File: src/rtl/nv_cmd_pkg.sv
package nv_cmd_pkg;
  localparam int unsigned BUS_AW  = 13;
  localparam int unsigned SEQ_LEN = 6;
  localparam int unsigned STEP_W  = $clog2(SEQ_LEN);

  typedef logic [BUS_AW-1:0] bus_addr_t;
  typedef logic [STEP_W-1:0] step_t;

  typedef enum logic [1:0] {
    NV_NONE   = 2'd0,
    NV_STORE  = 2'd1,
    NV_RECALL = 2'd2
  } nv_cmd_e;

  localparam bus_addr_t STORE_TAIL  = 13'h0F0F;
  localparam bus_addr_t RECALL_TAIL = 13'h0F0E;

  // expected address for steps 0..SEQ_LEN-2; the last step is decoded apart
  function automatic bus_addr_t seq_addr(input step_t idx);
    case (idx)
      step_t'(0): seq_addr = 13'h0000;
      step_t'(1): seq_addr = 13'h1555;
      step_t'(2): seq_addr = 13'h0AAA;
      step_t'(3): seq_addr = 13'h1FFF;
      step_t'(4): seq_addr = 13'h10F0;
      default:    seq_addr = 13'h0000;
    endcase
  endfunction
endpackage

File: src/rtl/nv_cycle_detect.sv
module nv_cycle_detect (
  input  logic clk_i,
  input  logic rst_ni,
  input  logic ce_ni,
  input  logic we_ni,
  input  logic busy_i,
  output logic rd_start_o,
  output logic wr_start_o
);
  logic ce_q;
  logic start;

  always_ff @(posedge clk_i or negedge rst_ni) begin
    if (!rst_ni) ce_q <= 1'b1;
    else         ce_q <= ce_ni;
  end

  // falling chip enable opens exactly one cycle; dropped while busy
  assign start      = ce_q & ~ce_ni & ~busy_i;
  assign rd_start_o = start & we_ni;
  assign wr_start_o = start & ~we_ni;
endmodule

File: src/rtl/nv_seq_matcher.sv
module nv_seq_matcher
  import nv_cmd_pkg::*;
(
  input  logic      clk_i,
  input  logic      rst_ni,
  input  logic      rd_start_i,
  input  logic      wr_start_i,
  input  logic      busy_i,
  input  bus_addr_t addr_i,
  output nv_cmd_e   hit_o,
  output logic      store_req_o,
  output logic      recall_req_o
);
  step_t   step_q, step_d;
  nv_cmd_e hit;
  logic    restart;

  assign restart = (addr_i == seq_addr(step_t'(0)));

  always_comb begin
    step_d = step_q;
    hit    = NV_NONE;
    if (busy_i || wr_start_i) begin
      step_d = step_t'(0);
    end else if (rd_start_i) begin
      if (step_q == step_t'(SEQ_LEN-1)) begin
        if (addr_i == STORE_TAIL)       hit = NV_STORE;
        else if (addr_i == RECALL_TAIL) hit = NV_RECALL;
        step_d = restart ? step_t'(1) : step_t'(0);
      end else if (addr_i == seq_addr(step_q)) begin
        step_d = step_q + step_t'(1);
      end else begin
        step_d = restart ? step_t'(1) : step_t'(0);
      end
    end
  end

  always_ff @(posedge clk_i or negedge rst_ni) begin
    if (!rst_ni) begin
      step_q       <= step_t'(0);
      store_req_o  <= 1'b0;
      recall_req_o <= 1'b0;
    end else begin
      step_q       <= step_d;
      store_req_o  <= (hit == NV_STORE);
      recall_req_o <= (hit == NV_RECALL);
    end
  end

  assign hit_o = hit;
endmodule

File: src/rtl/nv_sram_array.sv
module nv_sram_array #(
  parameter int unsigned DATA_W = 8,
  parameter int unsigned MEM_AW = 8
) (
  input  logic              clk_i,
  input  logic              rst_ni,
  input  logic              rd_en_i,
  input  logic              wr_en_i,
  input  logic [MEM_AW-1:0] addr_i,
  input  logic [DATA_W-1:0] wdata_i,
  output logic [DATA_W-1:0] rdata_o
);
  localparam int unsigned DEPTH = 1 << MEM_AW;

  logic [DATA_W-1:0] mem_q [DEPTH];

  always_ff @(posedge clk_i) begin
    if (wr_en_i) mem_q[addr_i] <= wdata_i;
  end

  always_ff @(posedge clk_i or negedge rst_ni) begin
    if (!rst_ni)      rdata_o <= '0;
    else if (rd_en_i) rdata_o <= mem_q[addr_i];
  end
endmodule

File: src/rtl/nv_busy_engine.sv
module nv_busy_engine #(
  parameter int unsigned BUSY_CYC = 64
) (
  input  logic clk_i,
  input  logic rst_ni,
  input  logic start_i,
  output logic busy_o
);
  localparam int unsigned CNT_W = $clog2(BUSY_CYC + 1);

  logic [CNT_W-1:0] cnt_q;

  always_ff @(posedge clk_i or negedge rst_ni) begin
    if (!rst_ni)            cnt_q <= '0;
    else if (start_i)       cnt_q <= CNT_W'(BUSY_CYC);
    else if (cnt_q != '0)   cnt_q <= cnt_q - CNT_W'(1);
  end

  assign busy_o = (cnt_q != '0);
endmodule

File: src/rtl/nv_cmd_detect.sv
module nv_cmd_detect
  import nv_cmd_pkg::*;
#(
  parameter int unsigned DATA_W   = 8,
  parameter int unsigned MEM_AW   = 8,
  parameter int unsigned BUSY_CYC = 64
) (
  input  logic              clk_i,
  input  logic              rst_ni,
  input  logic              ce_ni,
  input  logic              we_ni,
  input  logic              oe_ni,
  input  logic [12:0]       addr_i,
  input  logic [DATA_W-1:0] wdata_i,
  output logic [DATA_W-1:0] rdata_o,
  output logic              rdata_oe_o,
  output logic              store_req_o,
  output logic              recall_req_o,
  output logic              nv_busy_o
);
  logic    rd_start, wr_start, busy;
  nv_cmd_e hit;

  nv_cycle_detect i_cycle (
    .clk_i     (clk_i),
    .rst_ni    (rst_ni),
    .ce_ni     (ce_ni),
    .we_ni     (we_ni),
    .busy_i    (busy),
    .rd_start_o(rd_start),
    .wr_start_o(wr_start)
  );

  nv_seq_matcher i_match (
    .clk_i       (clk_i),
    .rst_ni      (rst_ni),
    .rd_start_i  (rd_start),
    .wr_start_i  (wr_start),
    .busy_i      (busy),
    .addr_i      (addr_i),
    .hit_o       (hit),
    .store_req_o (store_req_o),
    .recall_req_o(recall_req_o)
  );

  nv_sram_array #(.DATA_W(DATA_W), .MEM_AW(MEM_AW)) i_array (
    .clk_i  (clk_i),
    .rst_ni (rst_ni),
    .rd_en_i(rd_start),
    .wr_en_i(wr_start),
    .addr_i (addr_i[MEM_AW-1:0]),
    .wdata_i(wdata_i),
    .rdata_o(rdata_o)
  );

  nv_busy_engine #(.BUSY_CYC(BUSY_CYC)) i_engine (
    .clk_i  (clk_i),
    .rst_ni (rst_ni),
    .start_i(hit != NV_NONE),
    .busy_o (busy)
  );

  assign nv_busy_o  = busy;
  assign rdata_oe_o = ~ce_ni & ~oe_ni & we_ni & ~busy;
endmodule

File: config.mk
export PLATFORM = sky130hd
export DESIGN_NAME = nv_cmd_detect
export DESIGN_NICKNAME = d
export VERILOG_FILES = /design/src/rtl/nv_cmd_pkg.sv /design/src/rtl/nv_cycle_detect.sv /design/src/rtl/nv_seq_matcher.sv /design/src/rtl/nv_sram_array.sv /design/src/rtl/nv_busy_engine.sv /design/src/rtl/nv_cmd_detect.sv
export SDC_FILE = /design/constraint.sdc
export NUM_CORES = 2
export LEC_CHECK = 0
export BUFFER_PORTS_ARGS = -buffer_cell sky130_fd_sc_hd__buf_2
export CORE_UTILIZATION = 50
export CTS_CLUSTER_SIZE = 30
export DETAILED_ROUTE_END_ITERATION = 8
export GPL_ROUTABILITY_DRIVEN = 1
export PLACE_DENSITY = 0.65
export SLEW_MARGIN = 20
export SYNTH_ARGS = -nofsm -noshare
export SYNTH_HDL_FRONTEND = slang
export SYNTH_SLANG_ARGS = --single-unit
File: constraint.sdc
create_clock -name clk_i -period 6.4 [get_ports clk_i]
set_clock_uncertainty 0.15 [all_clocks]
set_input_delay 1.28 -clock clk_i [delete_from_list [all_inputs] [get_ports clk_i]]
set_output_delay 1.28 -clock clk_i [all_outputs]
set_load 0.05 [all_outputs]
==> summary.txt <==
Logic synthesis
  • Post-synth EDFFs: 2048
  • Netlist area before placement: 80500 um^2
  • FF+latch count, synth: 2069
  • Cell count after synthesis: 3659
  • Yosys warnings: 0
  • Syn Nets: 3692
  • Syn avg cell area: 22.0 um^2
  • Sequential fraction of the synthesis area: 77.1%
  • Ys async rst share: 1.01%
  • Synth Flop Type: edfxtp_1
  • Cell variety after synth: 62

Timing
  • Tightest Pin Transition: 1.16 ns
  • Setup TNS: 0 ns
  • Hold Fails Final Rpt: 0
  • Max_slew headroom: 22.0%
  • Tcrit/Tclk final: 76.1%
  • Minimum clock period after layout: 4.87 ns
  • Final slew viol count: 0
  • Final setup fails: 0
  • RSZ-0062 raised after global routing: no
  • Final setup margin: 1.53 ns
  • Max Freq: 0.205 GHz

CTS
  • CTS root buffer: clkbuf_16
  • CTS Sinks: 2069
  • Resize count post-CTS: 0
  • TritonCTS Buffers: 201
  • Worst-Skew Late Latency: 0.82 ns
  • Setup bufs post-CTS: 0
  • Hold buffer count at cts: 0
  • CTS tree: built
  • H-Tree Depth: 4
  • Longest Clk Path Bufs: 3
  • Clock transition at path regs: 0.06 ns

Global routing
  • Largest net degree at the start of global routing: 170
  • Overflow left after global routing: 0
  • Vias in the first global route: 39000
  • Global-route wire length before repair: 292 mm
  • GRT Util Overall: 25.5%
  • Antenna violations before repair: 10

Die
  • Die X: 403 um
  • Io pins: 38
  • Rows: 146
  • Die area: 163000 um^2
  • Die H: 403 um
  • Starting density of the core: 50.6%
  • Area of the core: 159000 um^2

Route
  • Wire per inst: 33.4 um
  • DRT Wirelength: 205 mm
  • Vias: 39200
  • Drt first pass iters: 5
  • ANT nets after route: 0
  • DRC: 0
  • 1st-iter DRT viols: 5777
  • Vias per cell: 6.39

Finish
  • Final core occ: 56.7%
  • Area Growth Syn to Fin: 12.1%
  • Fin nets: 3842
  • Area of the multi-input gates: 17400 um^2
  • Layout cell share with drive strength beyond 1: 26.1%
  • Post-route insts no fill: 6127
  • # fillers: 11500
  • Seq. cell area: 62000 um^2

Power
  • Leakage: 28.0 nW
  • Worst VDD drop: 0.272 mV
  • PD cells: 313 nW/um^2

Worst setup path
  • Worst reg2reg path depth: 8
  • CP Class: reg -> reg
  • Reg-to-Reg End: i_array.mem_q[74][2]$_DFFE_PP_
  • Data required time at the worst endpoint: 6.69 ns
  • Worst setup SP type: register
  • CP Max Fanout: 16
  • Crit path capture type: register
  • Critical R2R Launch: i_engine.cnt_q[3]$_DFFE_PN0P_
  • Reg2reg setup slack: 1.53 ns
  • Critical path arrival: 5.16 ns

Status
  • Outcome: completed

Place
  • Final weighted congestion in routability-driven placement: 0.895
  • Placed Cells: 5752
  • # port buffers: 37
  • Post-DP HPWL: 126 mm
  • Post-place setup slack: 0.983 ns

Hold path
  • HP Class: in -> async

Flow run
  • Max-Cap Viols: 0
==> critical path, cell delays in order, from the launching register on <==
cell and delay, ns:
dfrtp_1 0.41, nor4_1 0.40, and3b_1 0.35, inv_2 0.14, nor3b_1 0.78, nand2_1 0.18
nor2_1 0.35, nand2_2 0.76, nor2_1 0.96
==> flip-flops by register name, summed over array words and instances (netlist names) <==
register / cells
i_array.mem_q: 2048
i_array.rdata_o: 8
i_cycle.ce_q: 1
i_engine.cnt_q: 7
i_match.recall_req_o: 1
i_match.step_q: 3
i_match.store_req_o: 1
==> cells in the final DEF (no fill, tap or decap), drive strengths merged, types with 3 or more instances in the layout <==
master and count:
edfxtp 2048, clkinv 91, clkinvlp 5, nor2b 22
a2111oi 7, clkbuf 255, dfrtp 20, a311oi 4
diode 3, nand2b 7, a211oi 14, mux2 9
a31oi 8, nand4 9, bufinv 24, o22ai 11
inv 17, a22o 14, o21ai 14, and3 4
nor4 11, nand3 21, nor3 13, a22oi 61
a32oi 7, mux4 544, a21oi 23, nor2 286
buf 154, nand2 74, xnor2 3, ha 7
and2 8, o2111ai 6, a221oi 5, mux2i 143
==> power breakdown <==
group | internal (mW) | switching [mW] | total [mW]
registers | 14.9 | 0.0356 | 14.9
clock network | 6.91 | 5.01 | 11.9
logic | 0.486 | 0.922 | 1.41
==> worst max path at each step <==
stage / start / end / slack, ns / cells past startpoint
floorplan: ce_ni / rdata_oe_o / 2.03 / 1
finish: i_engine.cnt_q[3]$_DFFE_PN0P_ / i_array.mem_q[74][2]$_DFFE_PP_ / 1.53 / 8
CTS: i_engine.cnt_q[3]$_DFFE_PN0P_ / i_array.mem_q[248][6]$_DFFE_PP_ / 1.72 / 7
detailed placement: addr_i[0] / i_array.rdata_o[0]$_DFFE_PN0N_ / 0.98 / 10
global placement: addr_i[0] / i_array.rdata_o[4]$_DFFE_PN0N_ / 1.01 / 9
global route: i_engine.cnt_q[3]$_DFFE_PN0P_ / i_array.mem_q[74][2]$_DFFE_PP_ / 1.48 / 8
==> cell type report <==
type,count,share of cell area [%]
flip-flops and latches,2069,68.7
inverters,12,0.0582
multi-input cells,1363,19.2
repair buffers,162,1.63
clock inverters,125,1.39
clock buffers,247,5.95
diodes,3,0.00832
well taps,2146,2.98
==> routing by layer <==
| metal | up-vias | global-route usage (%) | share of wire, % |
|---|---|---|---|
| li1 | 15700 | - | - |
| met1 | 20900 | 37.2 | 40 |
| met2 | 2177 | 39.2 | 47 |
| met3 | 344 | 4.93 | 9.9 |
| met4 | 4 | 8.06 | 3.2 |
| met5 | - | 0 | 0.0093 |
==> cell usage after synthesis, types with 4 or more instances <==
master | n | area [um^2]
o21ai_0 | 13 | 65.1
a211oi_1 | 14 | 105
buf_2 | 80 | 400
a221oi_1 | 5 | 43.8
and2_1 | 6 | 37.5
clkbuf_1 | 75 | 282
a21oi_1 | 23 | 115
edfxtp_1 | 2048 | 61500
a311oi_1 | 4 | 35.0
buf_1 | 14 | 52.6
a22oi_1 | 61 | 458
nand2_1 | 74 | 278
and3_1 | 4 | 25.0
mux2i_1 | 143 | 1430
mux2_2 | 9 | 101
nor2b_1 | 22 | 138
nand2b_1 | 7 | 43.8
dfrtp_1 | 20 | 500
buf_4 | 35 | 263
o22ai_1 | 11 | 68.8
ha_1 | 7 | 87.6
o2111ai_1 | 6 | 52.6
nand4_1 | 9 | 56.3
nor4_1 | 11 | 68.8
nor2_1 | 286 | 1070
a2111oi_0 | 6 | 52.6
a31oi_1 | 8 | 50.1
nor3_1 | 13 | 65.1
mux4_2 | 544 | 12300
inv_1 | 10 | 37.5
a22o_1 | 14 | 123
nand3_1 | 21 | 105
a32oi_1 | 7 | 61.3
buf_6 | 10 | 113
==> metrics by stage <==
step	hold WS (ns)	total power, mW	cell area [um^2]
2_1_floorplan	0.293	15.9	80500
3_3_place_gp	0.321	16.6	83600
3_5_place_dp	0.319	16.6	83600
4_1_cts	0.295	28.4	90200
5_1_grt	0.342	28.9	90200
6_report	0.337	28.3	90200
==> cell families after synthesis <==
kind of cell	count (synthesis)	synth area share [%]
flip-flops	2069	77.1
multiplexers	696	17.1
AND/OR/NAND/NOR	466	2.48
buffers and inverters	227	1.45
AO/OA/AOI/OAI	190	1.72
adder cells (fa/ha/maj)	7	0.109
XOR/XNOR	4	0.0435
(Power assumes the default switching activity.)
